===== src/rtl/irq_remap_regs.sv =====
module irq_remap_regs #(
  parameter int HAW = 48
) (
  input  logic             clk,
  input  logic             rst_n,
  input  logic             reg_wr,
  input  logic             reg_rd,
  input  logic [11:0]      reg_addr,
  input  logic             reg_size,
  input  logic [63:0]      reg_wdata,
  output logic [63:0]      reg_rdata,
  output logic [HAW-1:0]   tbl_base,
  output logic [16:0]      tbl_entries,
  output logic             remap_en
);
  localparam logic [11:0] OFS_XCAP  = 12'h010;
  localparam logic [11:0] OFS_CMD   = 12'h018;
  localparam logic [11:0] OFS_STS   = 12'h01C;
  localparam logic [11:0] OFS_TA_LO = 12'h0B8;
  localparam logic [11:0] OFS_TA_HI = 12'h0BC;
  localparam logic [63:0] TA_MASK   = 64'hFFFF_FFFF_FFFF_F00F;
  localparam logic [63:0] XCAP_VAL  = 64'h0000_0000_00F0_000A;
  localparam int          CMD_TP    = 24;
  localparam int          CMD_EN    = 25;
  localparam int          NW        = 17;

  logic [63:0]     ta_q;
  logic [HAW-13:0] base_q;
  logic [3:0]      sz_q;
  logic            tp_q, en_q, cmd_en_q;

  wire wr_lo  = reg_wr && (reg_addr == OFS_TA_LO);
  wire wr_hi  = reg_wr && (reg_addr == OFS_TA_HI) && !reg_size;
  wire wr_cmd = reg_wr && (reg_addr == OFS_CMD);

  always_ff @(posedge clk) begin
    if (!rst_n) begin
      ta_q     <= '0;
      base_q   <= '0;
      sz_q     <= '0;
      tp_q     <= 1'b0;
      en_q     <= 1'b0;
      cmd_en_q <= 1'b0;
    end else begin
      if (wr_lo) begin
        if (reg_size) ta_q <= reg_wdata & TA_MASK;
        else          ta_q[31:0] <= reg_wdata[31:0] & TA_MASK[31:0];
      end
      if (wr_hi) ta_q[63:32] <= reg_wdata[31:0] & TA_MASK[63:32];
      if (wr_cmd) begin
        cmd_en_q <= reg_wdata[CMD_EN];
        if (reg_wdata[CMD_TP]) begin
          base_q <= ta_q[HAW-1:12];
          sz_q   <= ta_q[3:0];
          tp_q   <= 1'b1;
        end
        if (reg_wdata[CMD_EN] != cmd_en_q) en_q <= reg_wdata[CMD_EN];
      end
    end
  end

  assign tbl_base    = {base_q, 12'h000};
  assign tbl_entries = tp_q ? (NW'(2) << sz_q) : '0;
  assign remap_en    = en_q;

  logic [31:0] sts;
  always_comb begin
    sts = '0;
    sts[CMD_TP] = tp_q;
    sts[CMD_EN] = en_q;
  end

  always_comb begin
    reg_rdata = '0;
    if (reg_rd) begin
      case (reg_addr)
        OFS_XCAP:  reg_rdata = reg_size ? XCAP_VAL : {32'h0, XCAP_VAL[31:0]};
        OFS_STS:   reg_rdata = {32'h0, sts};
        OFS_TA_LO: reg_rdata = reg_size ? ta_q : {32'h0, ta_q[31:0]};
        OFS_TA_HI: reg_rdata = {32'h0, ta_q[63:32]};
        default:   reg_rdata = '0;
      endcase
    end
  end
endmodule



===== config.mk =====
export PLATFORM = sky130hd
export DESIGN_NAME = irq_remap_regs
export DESIGN_NICKNAME = d
export VERILOG_FILES = /design/src/rtl/irq_remap_regs.sv
export SDC_FILE = /design/constraint.sdc
export NUM_CORES = 1
export LEC_CHECK = 0
export BUFFER_PORTS_ARGS = -buffer_cell sky130_fd_sc_hd__buf_4
export CAP_MARGIN = 40
export CORE_UTILIZATION = 50
export CTS_CLUSTER_DIAMETER = 60
export CTS_CLUSTER_SIZE = 40
export DETAILED_ROUTE_END_ITERATION = 10
export PLACE_DENSITY = 0.84
export SETUP_SLACK_MARGIN = 0.3
export SKIP_LAST_GASP = 1
export SLEW_MARGIN = 20
export SYNTH_ARGS = -nofsm -noshare
export SYNTH_HDL_FRONTEND = slang
export SYNTH_SLANG_ARGS = --single-unit
export TNS_END_PERCENT = 50

===== constraint.sdc =====
create_clock -name clk -period 2.8 [get_ports clk]
set_input_delay 0 -clock clk [delete_from_list [all_inputs] [get_ports clk]]
set_output_delay 0 -clock clk [all_outputs]
set_load 0.1 [all_outputs]

Word level (Yosys, flattened, before mapping)
Index checks and enable logic that the tools add are counted.
{"block": "classes", "eq_ne": 6, "muxes": 7, "shifts": 1, "n_reduce_logical": 10}
{"cell": "$pmux W64 S4", "count": 1}
{"cell": "$mux W64", "count": 3}
{"cell": "$mux W32", "count": 2}
{"cell": "$eq A12 B5 Y1 const B", "count": 3}
{"cell": "$eq A12 B8 Y1 const B", "count": 2}
{"cell": "$mux W17", "count": 1}
{"cell": "$shl A2 B4 Y17 const A", "count": 1}
{"cell": "$reduce_and A2 Y1", "count": 3}
{"cell": "$logic_and A1 B1 Y1", "count": 4}
{"cell": "$reduce_bool A2 Y1", "count": 2}
{"cell": "$logic_not A1 Y1", "count": 1}
{"cell": "$ne A1 B1 Y1", "count": 1}
{"block": "totals", "elab_cells": 31, "in_bits": 81, "reg_bits": 99, "output_inout_bits": 130}

Logic depth before layout (Yosys ltp)
{"block": "depth", "ltp_word": 5, "depth_mapped": 7, "depth_no_buf": 4}

Worst setup path before layout
Ideal clock, no wire load.
{"block": "synth_path", "path_kind": "in2out", "from": "input reg_addr[9]", "to": "output reg_rdata[24]", "arrival_time_ps": 3247, "slack_ps": -447, "n_path_buf": 1, "stages": 5, "cell_sequence": "or4_4 nor3_1 buf_4 nand2_2 o21ai_0"}
{"block": "synth_via", "elab_chain_len": 3}
{"item": "start: declaration", "line_no": "8", "source": "input logic [11:0] reg_addr,"}
{"item": "$eq A12 B8 Y1 or $eq A12 B5 Y1 (tied branches)", "line_no": "76", "source": "case (reg_addr)"}
{"item": "$pmux W64 S4 *", "line_no": "76"}
{"item": "$mux W64 *", "line_no": "75", "source": "if (reg_rd) begin"}
{"item": "end: declaration", "line_no": "11", "source": "output logic [63:0] reg_rdata,"}
Mark *: on every way between the ends. The rest lies on a longest branch, timed or not.

Worst setup path after layout
{"block": "layout_path", "from": "input reg_wr", "to": "register ta_q[54]"}
{"block": "layout_via", "elab_chain_len": 4}
{"item": "start: declaration", "line_no": "6", "source": "input logic reg_wr,"}
{"item": "$logic_and A1 B1 Y1 (2 in series)", "line_no": "33", "source": "wire wr_hi = reg_wr && (reg_addr == OFS_TA_HI) && !reg_size;"}
{"item": "$reduce_bool A2 Y1 (no line)"}
{"item": "$reduce_and A2 Y1 (no line)"}
{"item": "end signal: assignment", "line_no": "46", "source": "if (reg_size) ta_q <= reg_wdata & TA_MASK;"}
{"item": "end signal: assignment", "line_no": "49", "source": "if (wr_hi) ta_q[63:32] <= reg_wdata[31:0] & TA_MASK[63:32];"}
{"item": "end: declaration", "line_no": "27", "source": "logic [63:0] ta_q;"}
Several ways; a longest one is shown, not always the timed one.
A chain may end at the register's enable or synchronous reset.

==> impl_metrics.ini <==
[global_route]
grt_pass1_wl_um = 26700
grt_max_degree = 48
use_met3_pct = 6.61
antenna_found_initial = 0
groute.usage.overall_pct = 34.4
grt_use_met1_pct = 40.7
grt_overflow = 0
top_usage_layer = met2
grt_pass1_vias = 5465
use_met2_pct = 60.1

[detailed_routing]
drc = 0
drt-initial-drc-count = 392
wl_um = 17100
dr.pass1.iters = 6
via_per_inst = 5.68
num_vias = 5659
antenna_left = 0
wl_per_cell_um = 17.1

[min_path]
min_path_cells = 3
hp-class = primary input to flip-flop
hold_start = reg_wdata[41]
whs_endpoint = ta_q[41]

[synth]
synthTopCellsByArea = dfxtp_1, nand2_1, o21ai_0
synthDistinctLibCells = 47
synth_top_area_share_pct = 41.5
async_reset_ff_share_pct = 0
synth_edf_count = 0
yosys_warnings = 0
seq_area_frac_synth_pct = 41.5
syn_inst = 621
synth_top_area_cell = dfxtp_1
synth_common_cells = nand2_1, dfxtp_1, o21ai_0
synth_ff_type = dfxtp_1
yosysMostFrequentCell = nand2_1
ys_ff_latch = 99
syn_area_per_cell_um2 = 7.69
syn_area_mm2 = 0.00478

[critical_path]
critPathBufInv = 4
r2r_cells = 3
cp_slowest_cell = and4_2
regToRegStartpoint = ta_q[42]
arrival_ns = 2.63
startpoint_type = primary input
endpoint_kind = flip-flop
critPathMaxStageDelay_ns = 0.62
critPathTopFamily = buffers and inverters
crit_required_ns = 3.09
path_max_fanout = 26
crit_top_cell = dlygate4sd3_1
reg2reg_to = ta_q[42]
crit_type = primary input to flip-flop
path_cells = dlygate4sd3_1 > buf_4 > nor2b_1 > and4_2 > buf_12 > nand2_1 > a31oi_1 > dlygate4sd3_1
rrSetupSlack_ns = 1.42

[power_and_ir_drop]
vdd_drop_max_mv = 0.296
p_int_w = 0.00199
swShare_pct = 25.4
power_w = 0.00267
p_comb_share_pct = 12.9
clkPwrFrac_pct = 34.4
power_frac_seq_pct = 52.7
power_density_mw_per_mm2 = 371
p_leak_nw = 2.97
power.switching_w = 0.000677

[timing]
rsz0062_at_grt = no
skew_ns = 0.0123
drv_slew = 0
timing.hold.ws_ns = 0.00552
hold_viol_final = 0
relSlewSlack_pct = 43.9
max_slew.worst_pin.slew_ns = 0.838
fmax_mhz = 428
setup_violations = 0
fin_setup_tns_ns = 0
finalCritPeriodShare_pct = 83.5
setup_slack_ns = 0.463
post-route-min-period_ns = 2.34

[cts]
clock-sinks = 99
cts_buffers = 9
cts_setup_buffers = 0
cts_tree = built
cts_resized = 0
clock_latency_ns = 0.35
clkSlewWorstSetupHoldPaths_ns = 0.09
h-tree-depth = 3
cts_root_buf = clkbuf_8
ctsHoldBuffers = 66
ctsLongestPathBuffers = 2

[cells_and_area]
fin_nets = 944
syn2layout_area_growth_pct = 50.5
fin_util_pct = 77.8
n_antenna_cell = 0
layout-drive-gt1-share_pct = 28.7

[die]
fp.dieW_um = 99.7
start_util_pct = 51.7
fp.dieH_um = 99.7
io_pins = 211
coreArea_mm2 = 0.00924
fp-row-count = 35
die_area_mm2 = 0.00995

[job]
drv_cap = 0

[placement]
hpwl_um = 11100
gp_congestion = 0.852
dp_worst_setup_slack_ns = 0.777
portBuffers = 197

[outcome]
status = complete, no violations
[final cells by class]
cell class / count / area [um^2]
flip-flops and latches: 99 / 1980
repair buffers: 280 / 2280
inverters: 3 / 11.3
multi-input cells: 470 / 2560
well taps: 129 / 161
clock inverters: 4 / 51.3
fillers: 624 / 2050
clock buffers: 11 / 141
[sequential cells by signal, indices dropped and copies added, names as in the netlist]
name	count
remap_en	1
sz_q	4
cmd_en_q	1
tp_q	1
ta_q	56
base_q	36
[power groups by stage]
stage	sequential [W]	combinational (W)	clock [W]
floorplan	0.00144	0.000160	0
global placement	0.00144	0.000264	0
detailed placement	0.00144	0.000268	0
CTS	0.00141	0.000334	0.000924
global route	0.00141	0.000359	0.00100
finish	0.00141	0.000344	0.000917
[cell families (layout without fill, tap and decap cells)]
| logic type | Yosys count | after routing | synth area share [%] |
|---|---|---|---|
| xor gates and xnor gates | 2 | 2 | 0.367 |
| muxes | 25 | 25 | 5.40 |
| AOI/OAI and AO/OA | 139 | 139 | 16.7 |
| buffers and inverters | 64 | 298 | 6.44 |
| and+or+nand+nor | 291 | 291 | 29.5 |
| DFF | 99 | 99 | 41.5 |
| other | 1 | 13 | 0.0785 |
[worst max-delay path by stage]
| stage | from | end | cells past startpoint |
|---|---|---|---|
| after detailed placement | reg_addr[9] | reg_rdata[24] | 7 |
| after global routing | reg_wr | ta_q[49] | 8 |
| after global placement | reg_addr[9] | reg_rdata[25] | 7 |
| after CTS | reg_wr | ta_q[54] | 8 |
| final | reg_wr | ta_q[54] | 8 |
| after floorplan | reg_addr[9] | reg_rdata[24] | 5 |
[layer usage]
layer / wire [um] / vias to the layer above / part of all wire, %
li1: - / 2602 / -
met1: 6540 / 2632 / 38
met2: 8500 / 365 / 50
met3: 1460 / 60 / 8.6
met4: 571 / 0 / 3.3
met5: 0 / - / 0
[cells in the final DEF (no fill, tap or decap), drive strengths merged, types with 13 or more instances in the layout]
cell type	netlist	routed
nand3	47	47
dlygate4sd3	0	66
dfxtp	99	99
nor2	37	37
a21oi	28	28
and2	33	33
buf	29	214
a31oi	21	21
o21ai	66	66
nand2	126	126
mux2i	19	19
conb	1	13
[stage by stage]
step                instances  cell area [um^2]
finish                    996              7190
global route              996              7190
CTS                       996              7190
detailed placement        915              6340
global placement          915              6340
floorplan                 633              4840
[worst reg2reg max path, delay by kind of cell, from the launching register on]
kind / cells / cell delay (ns)
flops: 1 / 0.43
compound gates: 2 / 0.31
buf+inv: 1 / 0.58
Note: power is estimated with default switching activity, not from simulation.
